[src/rtl/chr_xlat_pkg.sv]
package chr_xlat_pkg;
  localparam int NUM_SLOTS = 8;
  localparam int SLOT_IDX_W = $clog2(NUM_SLOTS);
  localparam int PAT_AW = 13;
  localparam int KB_LOG2 = 10;

  typedef enum logic [2:0] {
    LY_FULL8    = 3'd0,
    LY_LATCH4   = 3'd1,
    LY_2LO_1HI  = 3'd2,
    LY_1LO_2HI  = 3'd3,
    LY_PAIR4    = 3'd4,
    LY_SELECT4  = 3'd5,
    LY_QUAD2    = 3'd6,
    LY_EIGHT1   = 3'd7
  } layout_e;

  typedef struct packed {
    logic                  from_latch;
    logic [SLOT_IDX_W-1:0] slot;
    logic [1:0]            win_log2;
  } route_t;
endpackage

[src/rtl/chr_window_sel.sv]
module chr_window_sel
  import chr_xlat_pkg::*;
(
  input  logic [2:0] layout,
  input  logic [2:0] slice,
  input  logic       sel_lo,
  input  logic       sel_hi,
  output route_t     route
);
  layout_e ly;
  assign ly = layout_e'(layout);

  always_comb begin
    route = '0;
    unique case (ly)
      LY_FULL8: begin
        route.slot     = 3'd0;
        route.win_log2 = 2'd3;
      end
      LY_LATCH4: begin
        route.from_latch = 1'b1;
        route.win_log2   = 2'd2;
      end
      LY_2LO_1HI: begin
        if (!slice[2]) begin
          route.slot     = slice[1] ? 3'd2 : 3'd0;
          route.win_log2 = 2'd1;
        end else begin
          route.slot     = slice;
          route.win_log2 = 2'd0;
        end
      end
      LY_1LO_2HI: begin
        if (!slice[2]) begin
          route.slot     = {1'b1, slice[1:0]};
          route.win_log2 = 2'd0;
        end else begin
          route.slot     = slice[1] ? 3'd2 : 3'd0;
          route.win_log2 = 2'd1;
        end
      end
      LY_PAIR4: begin
        route.slot     = slice[2] ? 3'd4 : 3'd0;
        route.win_log2 = 2'd2;
      end
      LY_SELECT4: begin
        route.win_log2 = 2'd2;
        if (slice[2]) route.slot = sel_hi ? 3'd5 : 3'd4;
        else          route.slot = sel_lo ? 3'd1 : 3'd0;
      end
      LY_QUAD2: begin
        route.slot     = {slice[2:1], 1'b0};
        route.win_log2 = 2'd1;
      end
      LY_EIGHT1: begin
        route.slot     = slice;
        route.win_log2 = 2'd0;
      end
      default: route = '0;
    endcase
  end
endmodule

[src/rtl/chr_bank_scale.sv]
module chr_bank_scale
  import chr_xlat_pkg::*;
#(
  parameter int BANK_W = 8,
  parameter int CHR_AW = 19
) (
  input  logic [BANK_W-1:0] bank_val,
  input  logic              from_latch,
  input  logic [1:0]        win_log2,
  input  logic              halve,
  input  logic [PAT_AW-1:0] pat_addr,
  output logic [CHR_AW-1:0] raw_addr
);
  logic [BANK_W-1:0] units;
  logic [BANK_W-1:0] units_h;
  logic [4:0]        shamt;
  logic [PAT_AW-1:0] keep;
  logic [CHR_AW-1:0] base;

  always_comb begin
    units   = from_latch ? bank_val : (bank_val >> win_log2);
    units_h = halve ? (units >> 1) : units;
    shamt   = 5'(KB_LOG2) + {3'b000, win_log2};
    keep    = {PAT_AW{1'b1}} >> (2'd3 - win_log2);
    base    = CHR_AW'(units_h) << shamt;
    raw_addr = base | CHR_AW'(pat_addr & keep);
  end
endmodule

[src/rtl/chr_size_wrap.sv]
module chr_size_wrap
  import chr_xlat_pkg::*;
#(
  parameter int CHR_AW = 19,
  localparam int MASK_W = CHR_AW - PAT_AW
) (
  input  logic [CHR_AW-1:0] raw_addr,
  input  logic [MASK_W-1:0] size_mask,
  output logic [CHR_AW-1:0] wrapped
);
  assign wrapped = raw_addr & {~size_mask, {PAT_AW{1'b1}}};
endmodule

[src/rtl/chr_bank_xlat.sv]
module chr_bank_xlat
  import chr_xlat_pkg::*;
#(
  parameter int BANK_W = 8,
  parameter int CHR_AW = 19,
  localparam int MASK_W = CHR_AW - PAT_AW,
  localparam int FLAT_W = NUM_SLOTS * BANK_W
) (
  input  logic              clk,
  input  logic              rst,
  input  logic [PAT_AW-1:0] pat_addr,
  input  logic [FLAT_W-1:0] bank_flat,
  input  logic [BANK_W-1:0] latch_bank,
  input  logic [2:0]        layout,
  input  logic              latch_sel_lo,
  input  logic              latch_sel_hi,
  input  logic              halve,
  input  logic [MASK_W-1:0] size_mask,
  output logic [CHR_AW-1:0] chr_addr
);
  logic [BANK_W-1:0] slot_arr [NUM_SLOTS];

  for (genvar g = 0; g < NUM_SLOTS; g++) begin : g_slot
    assign slot_arr[g] = bank_flat[g*BANK_W +: BANK_W];
  end

  route_t            route;
  logic [BANK_W-1:0] chosen;
  logic [CHR_AW-1:0] raw_addr;
  logic [CHR_AW-1:0] wrapped;

  chr_window_sel u_sel (
    .layout (layout),
    .slice  (pat_addr[PAT_AW-1:KB_LOG2]),
    .sel_lo (latch_sel_lo),
    .sel_hi (latch_sel_hi),
    .route  (route)
  );

  assign chosen = route.from_latch ? latch_bank : slot_arr[route.slot];

  chr_bank_scale #(.BANK_W(BANK_W), .CHR_AW(CHR_AW)) u_scale (
    .bank_val   (chosen),
    .from_latch (route.from_latch),
    .win_log2   (route.win_log2),
    .halve      (halve),
    .pat_addr   (pat_addr),
    .raw_addr   (raw_addr)
  );

  chr_size_wrap #(.CHR_AW(CHR_AW)) u_wrap (
    .raw_addr  (raw_addr),
    .size_mask (size_mask),
    .wrapped   (wrapped)
  );

  always_ff @(posedge clk) begin
    if (rst) chr_addr <= '0;
    else     chr_addr <= wrapped;
  end
endmodule

[config.mk]
export PLATFORM = sky130hd
export DESIGN_NAME = chr_bank_xlat
export DESIGN_NICKNAME = d
export VERILOG_FILES = /design/src/rtl/chr_xlat_pkg.sv /design/src/rtl/chr_window_sel.sv /design/src/rtl/chr_bank_scale.sv /design/src/rtl/chr_size_wrap.sv /design/src/rtl/chr_bank_xlat.sv
export SDC_FILE = /design/constraint.sdc
export NUM_CORES = 1
export LEC_CHECK = 0
export BUFFER_PORTS_ARGS = -buffer_cell sky130_fd_sc_hd__clkbuf_2
export CAP_MARGIN = 30
export CORE_ASPECT_RATIO = 0.6
export CORE_MARGIN = 4
export CORE_UTILIZATION = 45
export DETAILED_ROUTE_END_ITERATION = 7
export GPL_ROUTABILITY_DRIVEN = 0
export PLACE_DENSITY = 0.81
export RECOVER_POWER = 100
export SYNTH_ARGS = -nofsm -noshare
export SYNTH_HDL_FRONTEND = slang
export SYNTH_SLANG_ARGS = --single-unit
[constraint.sdc]
create_clock -name clk -period 3.4 [get_ports clk]
set_input_delay 0.68 -clock clk [delete_from_list [all_inputs] [get_ports clk]]
set_output_delay 0.68 -clock clk [all_outputs]
set_load 0.1 [all_outputs]
==> results of run 1 <==
==> per-layer routing <==
layer	up-vias	part of all wire	global-route usage
li1	1302	-	-
met1	1255	0.44	0.322
met2	149	0.45	0.388
met3	2	0.11	0.0724
met4	0	0.0016	0.0240
met5	-	0	0
==> how the worst max path moves through the flow <==
stage          slack, ns      endpoint
2_1_floorplan       0.39  chr_addr[16]
3_3_place_gp        0.15  chr_addr[12]
3_5_place_dp        0.05  chr_addr[13]
4_1_cts             0.35  chr_addr[12]
5_1_grt             0.05  chr_addr[12]
6_report            0.25  chr_addr[12]
==> stage by stage <==
stage / cells / total power, mW / utilization / hold WS [ns]
global placement: 453 / 0.692 / 0.617 / 0.886
detailed placement: 453 / 0.699 / 0.617 / 0.892
global route: 457 / 0.896 / 0.621 / 0.636
floorplan: 278 / 0.567 / - / 0.808
CTS: 457 / 0.851 / 0.626 / 0.628
finish: 457 / 0.849 / 0.621 / 0.631
==> placed cells by master, fill, tap and decap left out, types with 7 or more instances in the layout <==
cell and count:
mux2_2 7, a21oi_1 18, a22oi_1 7, dfxtp_1 19
buf_4 16, mux2i_1 24, a211oi_1 11, clkbuf_1 21
nand2_1 19, nand3_1 17, clkbuf_2 97, nor2b_1 14
nor2_1 21, o21ai_0 10
==> layout make-up <==
class	count	area share
multi-input combinational	231	0.575
timing repair buffer	133	0.239
sequential	19	0.134
tap	63	0.0277
clock buffer	4	0.0158
inverter	7	0.00922
==> logic make-up (layout without fill, tap and decap cells) <==
family,after synthesis,count (layout)
buffers and inverters,28,144
flip-flops,19,19
multiplexers,31,31
XOR/XNOR,1,1
AND/OR/NAND/NOR,99,99
AO/OA/AOI/OAI,100,100
==> power by group <==
part | switching, mW | internal, mW | leakage [nW] | total [mW]
Sequential | 0.00322 | 0.237 | 0.157 | 0.240
Clock | 0.0692 | 0.0832 | 0.0228 | 0.152
Combinational | 0.294 | 0.162 | 1.13 | 0.456
Total | 0.367 | 0.482 | 1.31 | 0.849
==> flow_summary_export.csv, run 1 <==
group,metric,value,unit
run_status,status,"finished clean",
synth,synth_xor_xnor_area_share,0.0128,
die,ioPinCount,118,
timing,finalSetupViolCount,0,
layout,seq_area,380,µm²
critical_path,cp.depth,10,
critical_path,cp_top_family,"compound AO/OA/AOI/OAI gates",
place,numPortBuffers,117,
place,placedInstanceArea,2830,µm²
power,power_density,298,nW/µm²
clock_network,cts_tree,"done",
synth,synth-compound-area-share,0.354,
global_routing,grt_max_degree,24,
synth,synth_area_leaders,"dfxtp_1 18%, mux2i_1 11%, a21oi_1 4.2%",
critical_path,crit_path_start_kind,"input pin",
clock_network,cts-root-buf,"clkbuf_8",
min_path,whs_endpoint,"chr_addr[3]",
critical_path,crit_arrival,3.26,ns
layout,antenna_cells,0,
die,dieArea,5980,µm²
timing,slew_violations,0,
timing,relSlewSlack,0.220,
critical_path,max_stage_delay,0.40,ns
synth,synth_common_cells,"24 x mux2i_1, 21 x nor2_1, 19 x dfxtp_1, 19 x nand2_1, 18 x a21oi_1",
routing,wl_per_cell,16.0,µm
synth,netlist_instances,278,
timing,min_period_over_period,0.927,
clock_network,clk_pin_slew,0.06,ns
clock_network,htree_levels,1,
global_routing,grt_pass1_vias,2462,
layout,layout-drive-gt1-share,0.348,
synth,synth_top_family_by_area,"compound AO/OA/AOI/OAI gates",
synth,synthFlopType,"dfxtp_1",
global_routing,grt_antenna_before_repair,0,
critical_path,crit_path_frequent_cell,"mux2i_1",
routing,num_vias,2708,
place,hpwl,6030,µm
timing,hold_viol,0,
synth,ys_types,65,
routing,drt_iter0_markers,148,
critical_path,slowest_stage,"a221oi_2",
synth,synth-edff-count,0,
layout,reg.largest.list,"chr_addr (19)",
clock_network,numCtsBuffers,3,
critical_path,cp_cell_sequence,"clkbuf_2 -> nand2b_2 -> a21o_4 -> a21oi_4 -> mux2i_1 -> a211o_1 -> a221oi_2 -> mux2i_1 -> o21ai_0 -> o31ai_1",
synth,synthAdderAreaFrac,0,
layout,layout.nets,494,
layout,largest_register,"chr_addr",
critical_path,cp.required,3.51,ns
synth,synth.area.mux_share,0.149,
synth,async_flop_share,0,
min_path,worstHoldPathType,"in2reg",
critical_path,crit_type,"in2reg",
clock_network,cts_hold_buf,0,
layout,largest_reg_flops,19,
critical_path,critPathLaunch,"layout[2]",
synth,synth_top_area_cell,"dfxtp_1",
timing,setup_ws,0.248,ns
synth,yosysMostFrequentCell,"mux2i_1",
routing,ant_nets,0,
die,rows,19,
power,peakVddDrop,0.000171,V
place,pre_cts_ws,0.0544,ns
die,initial_core_util,0.468,
global_routing,grt_pass1_wl,11500,µm
critical_path,endpoint_kind,"flip-flop",
layout,multi_input_area,1640,µm²
clock_network,post_cts_buffers,0,
synth,syn_area,2150,µm²
synth,syn-num-nets,377,
die,die_w,97.2,µm
timing,worstMarginPinSlew,1.17,ns
min_path,min-delay-start,"pat_addr[3]",
layout,fillers,459,
synth,synth.yosys.seq_area_share,0.177,
global_routing,track_usage,0.236,
global_routing,gr-total-overflow,0,
routing,first_pass_iters,5,
layout,final_area,2850,µm²
job,cap_viol_max_count,0,
routing,via_per_inst,5.93,
timing,fmax,317,MHz
timing,setup_tns,0,ns
clock_network,ctsResizeCount,0,
clock_network,cts_max_path_buffers,2,
layout,syn_to_final_growth,32.6,%
synth,ys_warn_count,0,
die,core,4590,µm²
routing,routed_wl,7320,µm
synth,postSynthAreaPerCell,7.73,µm²
synth,yosys.area.top_type_share,0.177,
synth,synth_simple_gate_area_frac,0.247,
clock_network,cts.sinks,19,
timing,fin_crit,3.15,ns
critical_path,critPathBufInv,1,
synth,ys_ff_latch,19,
min_path,hold_path_depth,2,
routing,drc,0,
timing,rsz0062_at_grt,"false",
die,die_h,61.5,µm
power,p_leak,1.31,nW
critical_path,worstPathMaxFanout,13,
No activity file was read; power rests on OpenSTA's default activity.
==> inputs of run 2 (changes only) <==
--- a/config.mk
+++ b/config.mk
@@ -9,10 +9,10 @@
 export CAP_MARGIN = 30
 export CORE_ASPECT_RATIO = 0.6
 export CORE_MARGIN = 4
-export CORE_UTILIZATION = 45
+export CORE_UTILIZATION = 46
 export DETAILED_ROUTE_END_ITERATION = 7
 export GPL_ROUTABILITY_DRIVEN = 0
-export PLACE_DENSITY = 0.81
+export PLACE_DENSITY = 0.82
 export RECOVER_POWER = 100
 export SYNTH_ARGS = -nofsm -noshare
 export SYNTH_HDL_FRONTEND = slang
==> run 2 against run 1 <==
Clock power barely moved. Critical path depth did not move. Sequential share of layout area hardly changed. Fmax rose by 0.37%. Clock-buffer cell count down 1. Non-clock buffer count increased by 2. Worst setup slack improved by 0.012 ns. Final cell count shrank 0.22%. Core utilization grew 4.3 points. Critical path type unchanged. Largest power group unchanged.
==> flow_summary_export.csv, run 2 (same netlist as run 1, synthesis figures left out) <==
group,metric,value,unit
run_status,status,"finished clean",
clock_network,cts_max_path_buffers,2,
die,initial_core_util,0.499,
clock_network,numCtsBuffers,3,
layout,final_common_cell,"clkbuf_2",
power,p_int,0.480,mW
timing,fin_hold_ws,0.636,ns
timing,finalSetupViolCount,0,
timing,setup_tns,0,ns
critical_path,max_stage_delay,0.42,ns
critical_path,cp.required,3.52,ns
layout,largest_reg_flops,19,
routing,num_vias,2756,
critical_path,slowest_stage,"a221oi_2",
layout,most-common-layout-cells,"98 x clkbuf_2, 24 x mux2i_1, 21 x nor2_1",
place,hpwl,6190,µm
layout,antenna_cells,0,
critical_path,crit_type,"in2reg",
min_path,whs_endpoint,"chr_addr[8]",
routing,ant_nets,0,
critical_path,cp_cell_sequence,"clkbuf_2 -> nand2b_2 -> a21o_4 -> a21oi_4 -> mux2i_1 -> nand4_1 -> a221oi_2 -> mux2i_1 -> o21ai_0 -> o31ai_1",
timing,rsz0062_at_grt,"false",
global_routing,grt_pass1_wl,11400,µm
job,cap_viol_max_count,0,
die,rows,18,
global_routing,gr-total-overflow,0,
die,dieArea,5860,µm²
power,pwr-share-comb,0.539,
global_routing,track_usage,0.245,
place,numPortBuffers,117,
critical_path,endpoint_kind,"flip-flop",
die,die_h,60.9,µm
layout,final_area,2860,µm²
clock_network,htree_levels,1,
die,core,4300,µm²
clock_network,cts.sinks,19,
layout,layout.nets,496,
clock_network,clk_pin_slew,0.07,ns
clock_network,cts-root-buf,"clkbuf_8",
layout,syn_to_final_growth,33.0,%
routing,via_per_inst,6.04,
clock_network,cts_tree,"done",
power,seq_power_share,0.284,
power,clockPowerShare,0.177,
die,die_w,96.2,µm
layout,reg.largest.list,"chr_addr (19)",
clock_network,ctsResizeCount,0,
timing,hold_viol,0,
timing,min_period_over_period,0.924,
critical_path,crit_path_start_kind,"input pin",
global_routing,grt_max_degree,24,
clock_network,post_cts_buffers,0,
layout,fillers,393,
power,fin_total_pwr,0.846,mW
min_path,hold_path_depth,2,
timing,slew_violations,0,
power,p_sw,0.366,mW
power,p_leak,1.32,nW
critical_path,crit_arrival,3.26,ns
timing,fin_crit,3.14,ns
timing,fmax,318,MHz
routing,drt_iter0_markers,175,
power,power_density,296,nW/µm²
routing,drc,0,
clock_network,cts_hold_buf,0,
critical_path,worstPathMaxFanout,11,
power,sw_frac_of_total,0.433,
min_path,worstHoldPathType,"in2reg",
layout,layout-drive-gt1-share,0.354,
power,peakVddDrop,0.000200,V
timing,worstMarginPinSlew,1.20,ns
timing,relSlewSlack,0.206,
place,placedInstanceArea,2840,µm²
global_routing,grt_pass1_vias,2478,
routing,wl_per_cell,16.2,µm
layout,largest_register,"chr_addr",
routing,routed_wl,7380,µm
routing,first_pass_iters,5,
critical_path,crit_path_frequent_cell,"mux2i_1",
min_path,min-delay-start,"pat_addr[8]",
global_routing,grt_antenna_before_repair,0,
die,ioPinCount,118,
run 2: worst max-delay path by stage:
stage               depth (start not counted)  slack, ns    startpoint           end
floorplan                                   9       0.39     layout[2]  chr_addr[16]
global placement                           10       0.17  pat_addr[12]  chr_addr[13]
detailed placement                         10       0.06     layout[2]  chr_addr[12]
CTS                                        10       0.35     layout[2]  chr_addr[12]
global route                               10       0.05  pat_addr[12]  chr_addr[12]
finish                                     10       0.26     layout[2]  chr_addr[12]
run 2: metrics by stage:
step	setup WS (ns)	util	cells
after global routing	0.0487	0.664	456
after detailed placement	0.0631	0.660	452
final	0.260	0.664	456
after CTS	0.349	0.671	456
after global placement	0.169	0.660	452
after floorplan	0.388	-	278
run 2: final cells by class:
class	count	area [µm²]	share of cell area
timing repair buffer	135	697	0.244
sequential	19	380	0.133
clock buffer	3	41.3	0.0145
multi-input combinational	231	1630	0.571
inverter	7	26.3	0.00920
tap	60	75.1	0.0263
clock inverter	1	5.00	0.00175
run 2: layer usage:
layer,track usage,vias to the layer above,routed length (µm)
met5,0,-,0
met4,0.0243,0,59
met3,0.0582,6,833
met2,0.391,158,3300
met1,0.349,1283,3190
li1,-,1309,-
run 2: worst max-delay path, delay by kind of cell:
kind	cells	cell delay, ns
AOI/OAI and AO/OA	5	1.47
muxes	2	0.53
and+or+nand+nor	2	0.45
buffers and inverters	1	0.14
run 2: power by group through the flow:
stage / Sequential [mW] / Combinational (mW) / Clock (mW)
4_1_cts: 0.240 / 0.455 / 0.155
5_1_grt: 0.241 / 0.487 / 0.165
6_report: 0.240 / 0.456 / 0.150
3_5_place_dp: 0.245 / 0.454 / 0
2_1_floorplan: 0.351 / 0.216 / 0
3_3_place_gp: 0.245 / 0.447 / 0
==> inputs of run 3 (changes only) <==
--- a/config.mk
+++ b/config.mk
@@ -5,14 +5,15 @@
 export SDC_FILE = /design/constraint.sdc
 export NUM_CORES = 1
 export LEC_CHECK = 0
+export ABC_AREA = 1
 export BUFFER_PORTS_ARGS = -buffer_cell sky130_fd_sc_hd__clkbuf_2
-export CAP_MARGIN = 30
+export CAP_MARGIN = 10
 export CORE_ASPECT_RATIO = 0.6
 export CORE_MARGIN = 4
-export CORE_UTILIZATION = 46
+export CORE_UTILIZATION = 44
 export DETAILED_ROUTE_END_ITERATION = 7
 export GPL_ROUTABILITY_DRIVEN = 0
-export PLACE_DENSITY = 0.82
+export PLACE_DENSITY = 0.81
 export RECOVER_POWER = 100
 export SYNTH_ARGS = -nofsm -noshare
 export SYNTH_HDL_FRONTEND = slang
==> run 3 against run 2 <==
Critical path depth is 10 higher. Fmax increased by 8.1%. Sequential share of layout area grew 1.7 points. Final area fell by 11%. Global-route usage shrank 3.3 points.
==> flow_summary_export.csv, run 3 <==
group,metric,value,unit
place,hpwl,5030,µm
layout,final_common_cell,"nand3_1",
timing,fin_crit,2.91,ns
power,pwr-share-comb,0.510,
die,core,4190,µm²
power,p_int,0.450,mW
synth,ys_types,26,
die,die_w,94.0,µm
global_routing,grt_antenna_before_repair,0,
clock_network,post_cts_buffers,0,
synth,synth.yosys.seq_area_share,0.195,
die,die_h,59.6,µm
power,p_leak,1.44,nW
global_routing,grt_max_degree,35,
clock_network,cts_tree,"done",
routing,drc,0,
power,clockPowerShare,0.195,
routing,wl_per_cell,12.2,µm
global_routing,grt_pass1_wl,9750,µm
die,ioPinCount,118,
timing,setup_ws,0.495,ns
synth,syn-num-nets,447,
clock_network,clk_pin_slew,0.07,ns
layout,reg.largest.list,"chr_addr (19)",
critical_path,max_stage_delay,0.34,ns
synth,yosysMostFrequentCell,"nand3_1",
global_routing,grt_pass1_vias,2308,
job,cap_viol_max_count,0,
routing,first_pass_iters,5,
power,p_sw,0.365,mW
routing,routed_wl,6260,µm
critical_path,cp.required,3.59,ns
power,peakVddDrop,0.000313,V
clock_network,numCtsBuffers,3,
global_routing,track_usage,0.211,
layout,largest_register,"chr_addr",
layout,most-common-layout-cells,"114 x nand3_1, 101 x nand2_1, 97 x clkbuf_2",
synth,synth_common_cells,"114 x nand3_1, 100 x nand2_1, 29 x inv_1",
synth,ys_warn_count,0,
synth,async_flop_share,0,
power,power_density,322,nW/µm²
place,post-place-cells,509,
routing,ant_nets,0,
clock_network,cts.sinks,19,
power,sw_frac_of_total,0.448,
synth,synth_top_area_cell,"nand3_1",
synth,netlist_instances,348,
layout,layout.nets,553,
critical_path,crit_path_start_kind,"input pin",
timing,min_period_over_period,0.854,
layout,final_cells,513,
critical_path,endpoint_kind,"flip-flop",
run_status,status,"finished clean",
power,seq_power_share,0.295,
timing,setup_tns,0,ns
synth,postSynthAreaPerCell,5.61,µm²
timing,finalSetupViolCount,0,
min_path,worstHoldPathType,"in2reg",
die,rows,18,
timing,hold_viol,0,
synth,ys_ff_latch,19,
critical_path,worstPathMaxFanout,34,
place,pre_cts_ws,0.344,ns
clock_network,htree_levels,1,
critical_path,cp_cell_sequence,"clkbuf_2 -> inv_6 -> nand2_1 -> nor2_4 -> nand2_4 -> nand2_4 -> inv_1 -> nand2_1 -> nand3_1 -> nand3_1 -> nand3_1 -> nand2_1 -> nand3_1 -> nand3_1 -> nand3_1 -> nand2_1 -> nand2_1 -> nand3_1 -> nand2_1 -> nor2_1",
timing,relSlewSlack,0.208,
clock_network,cts-root-buf,"clkbuf_8",
critical_path,slowest_stage,"nand2_4",
timing,worstMarginPinSlew,1.19,ns
synth,synthFlopType,"dfxtp_1",
layout,largest_reg_flops,19,
clock_network,ctsResizeCount,0,
global_routing,gr-total-overflow,0,
place,numPortBuffers,117,
timing,slew_violations,0,
synth,syn_area,1950,µm²
die,initial_core_util,0.466,
timing,fmax,344,MHz
synth,synth_area_leaders,"nand3_1 29%, dfxtp_1 19%, nand2_1 19%",
layout,antenna_cells,0,
timing,rsz0062_at_grt,"false",
routing,num_vias,2655,
critical_path,crit_path_frequent_cell,"nand3_1",
synth,yosys.area.top_type_share,0.292,
clock_network,cts_max_path_buffers,2,
routing,via_per_inst,5.18,
critical_path,crit_type,"in2reg",
layout,layout-drive-gt1-share,0.278,
critical_path,crit_arrival,3.09,ns
clock_network,cts_hold_buf,0,
die,dieArea,5600,µm²
layout,syn_to_final_growth,29.9,%
synth,synth-edff-count,0,
routing,drt_iter0_markers,151,
[run 3: changes by cell type after synthesis, moves of 7 or more]
cell	before	now
nand2_1	19	100
mux2_2	7	0
o21ai_0	10	2
nor2b_1	14	0
or2_2	0	7
a21oi_1	18	5
nand3_1	17	114
mux2i_1	24	0
a22oi_1	7	0
a211oi_1	11	0
inv_1	5	29
[run 3: final cells by class]
| type | instances | area (µm²) |
|---|---|---|
| Sequential cell | 19 | 380 |
| Multi-Input combinational cell | 276 | 1300 |
| Inverter | 34 | 146 |
| Clock inverter | 1 | 7.51 |
| Tap cell | 60 | 75.1 |
| Clock buffer | 3 | 41.3 |
| Fill cell | 443 | 1650 |
| Timing Repair Buffer | 120 | 583 |
[run 3: path summary, 6_finish.rpt]
check / startpoint / end / slack, ns / depth (start not counted)
max: layout[1] / chr_addr[14] / 0.49 / 20
min: size_mask[5] / chr_addr[18] / 0.58 / 2
[run 3: routing by layer]
metal  vias up  GRT usage  wire length (µm)  share of wire
li1       1346          -                 -              -
met1      1156      0.292              2790           0.45
met2       147      0.343              2760           0.44
met3         6     0.0584               679           0.11
met4         0     0.0206                32         0.0051
met5         -          0                 0              0
[run 3: power groups by stage]
stage | clock (mW) | combinational (mW) | sequential, mW
floorplan | 0 | 0.209 | 0.350
global placement | 0 | 0.411 | 0.245
detailed placement | 0 | 0.415 | 0.246
CTS | 0.164 | 0.418 | 0.241
global route | 0.172 | 0.457 | 0.241
finish | 0.159 | 0.416 | 0.241
[run 3: stage by stage]
stage	total power [mW]	util	cell area, µm²	hold slack [ns]
6_report	0.815	0.605	2540	0.579
5_1_grt	0.871	0.605	2540	0.595
4_1_cts	0.822	0.613	2570	0.580
3_5_place_dp	0.661	0.602	2520	0.854
3_3_place_gp	0.657	0.602	2520	0.851
2_1_floorplan	0.559	-	1950	0.749
[run 3: cell families (layout without fill, tap and decap cells)]
kind of cell	after synthesis	count (layout)	synth area share
AO/OA/AOI/OAI	13	13	0.0391
AND/OR/NAND/NOR	263	263	0.632
buffers and inverters	53	158	0.134
flip-flops	19	19	0.195
[run 3: worst max-delay path: cells and delay by family]
family                 cells  cell delay, ns
and+or+nand+nor           17            1.94
buffers and inverters      3            0.45
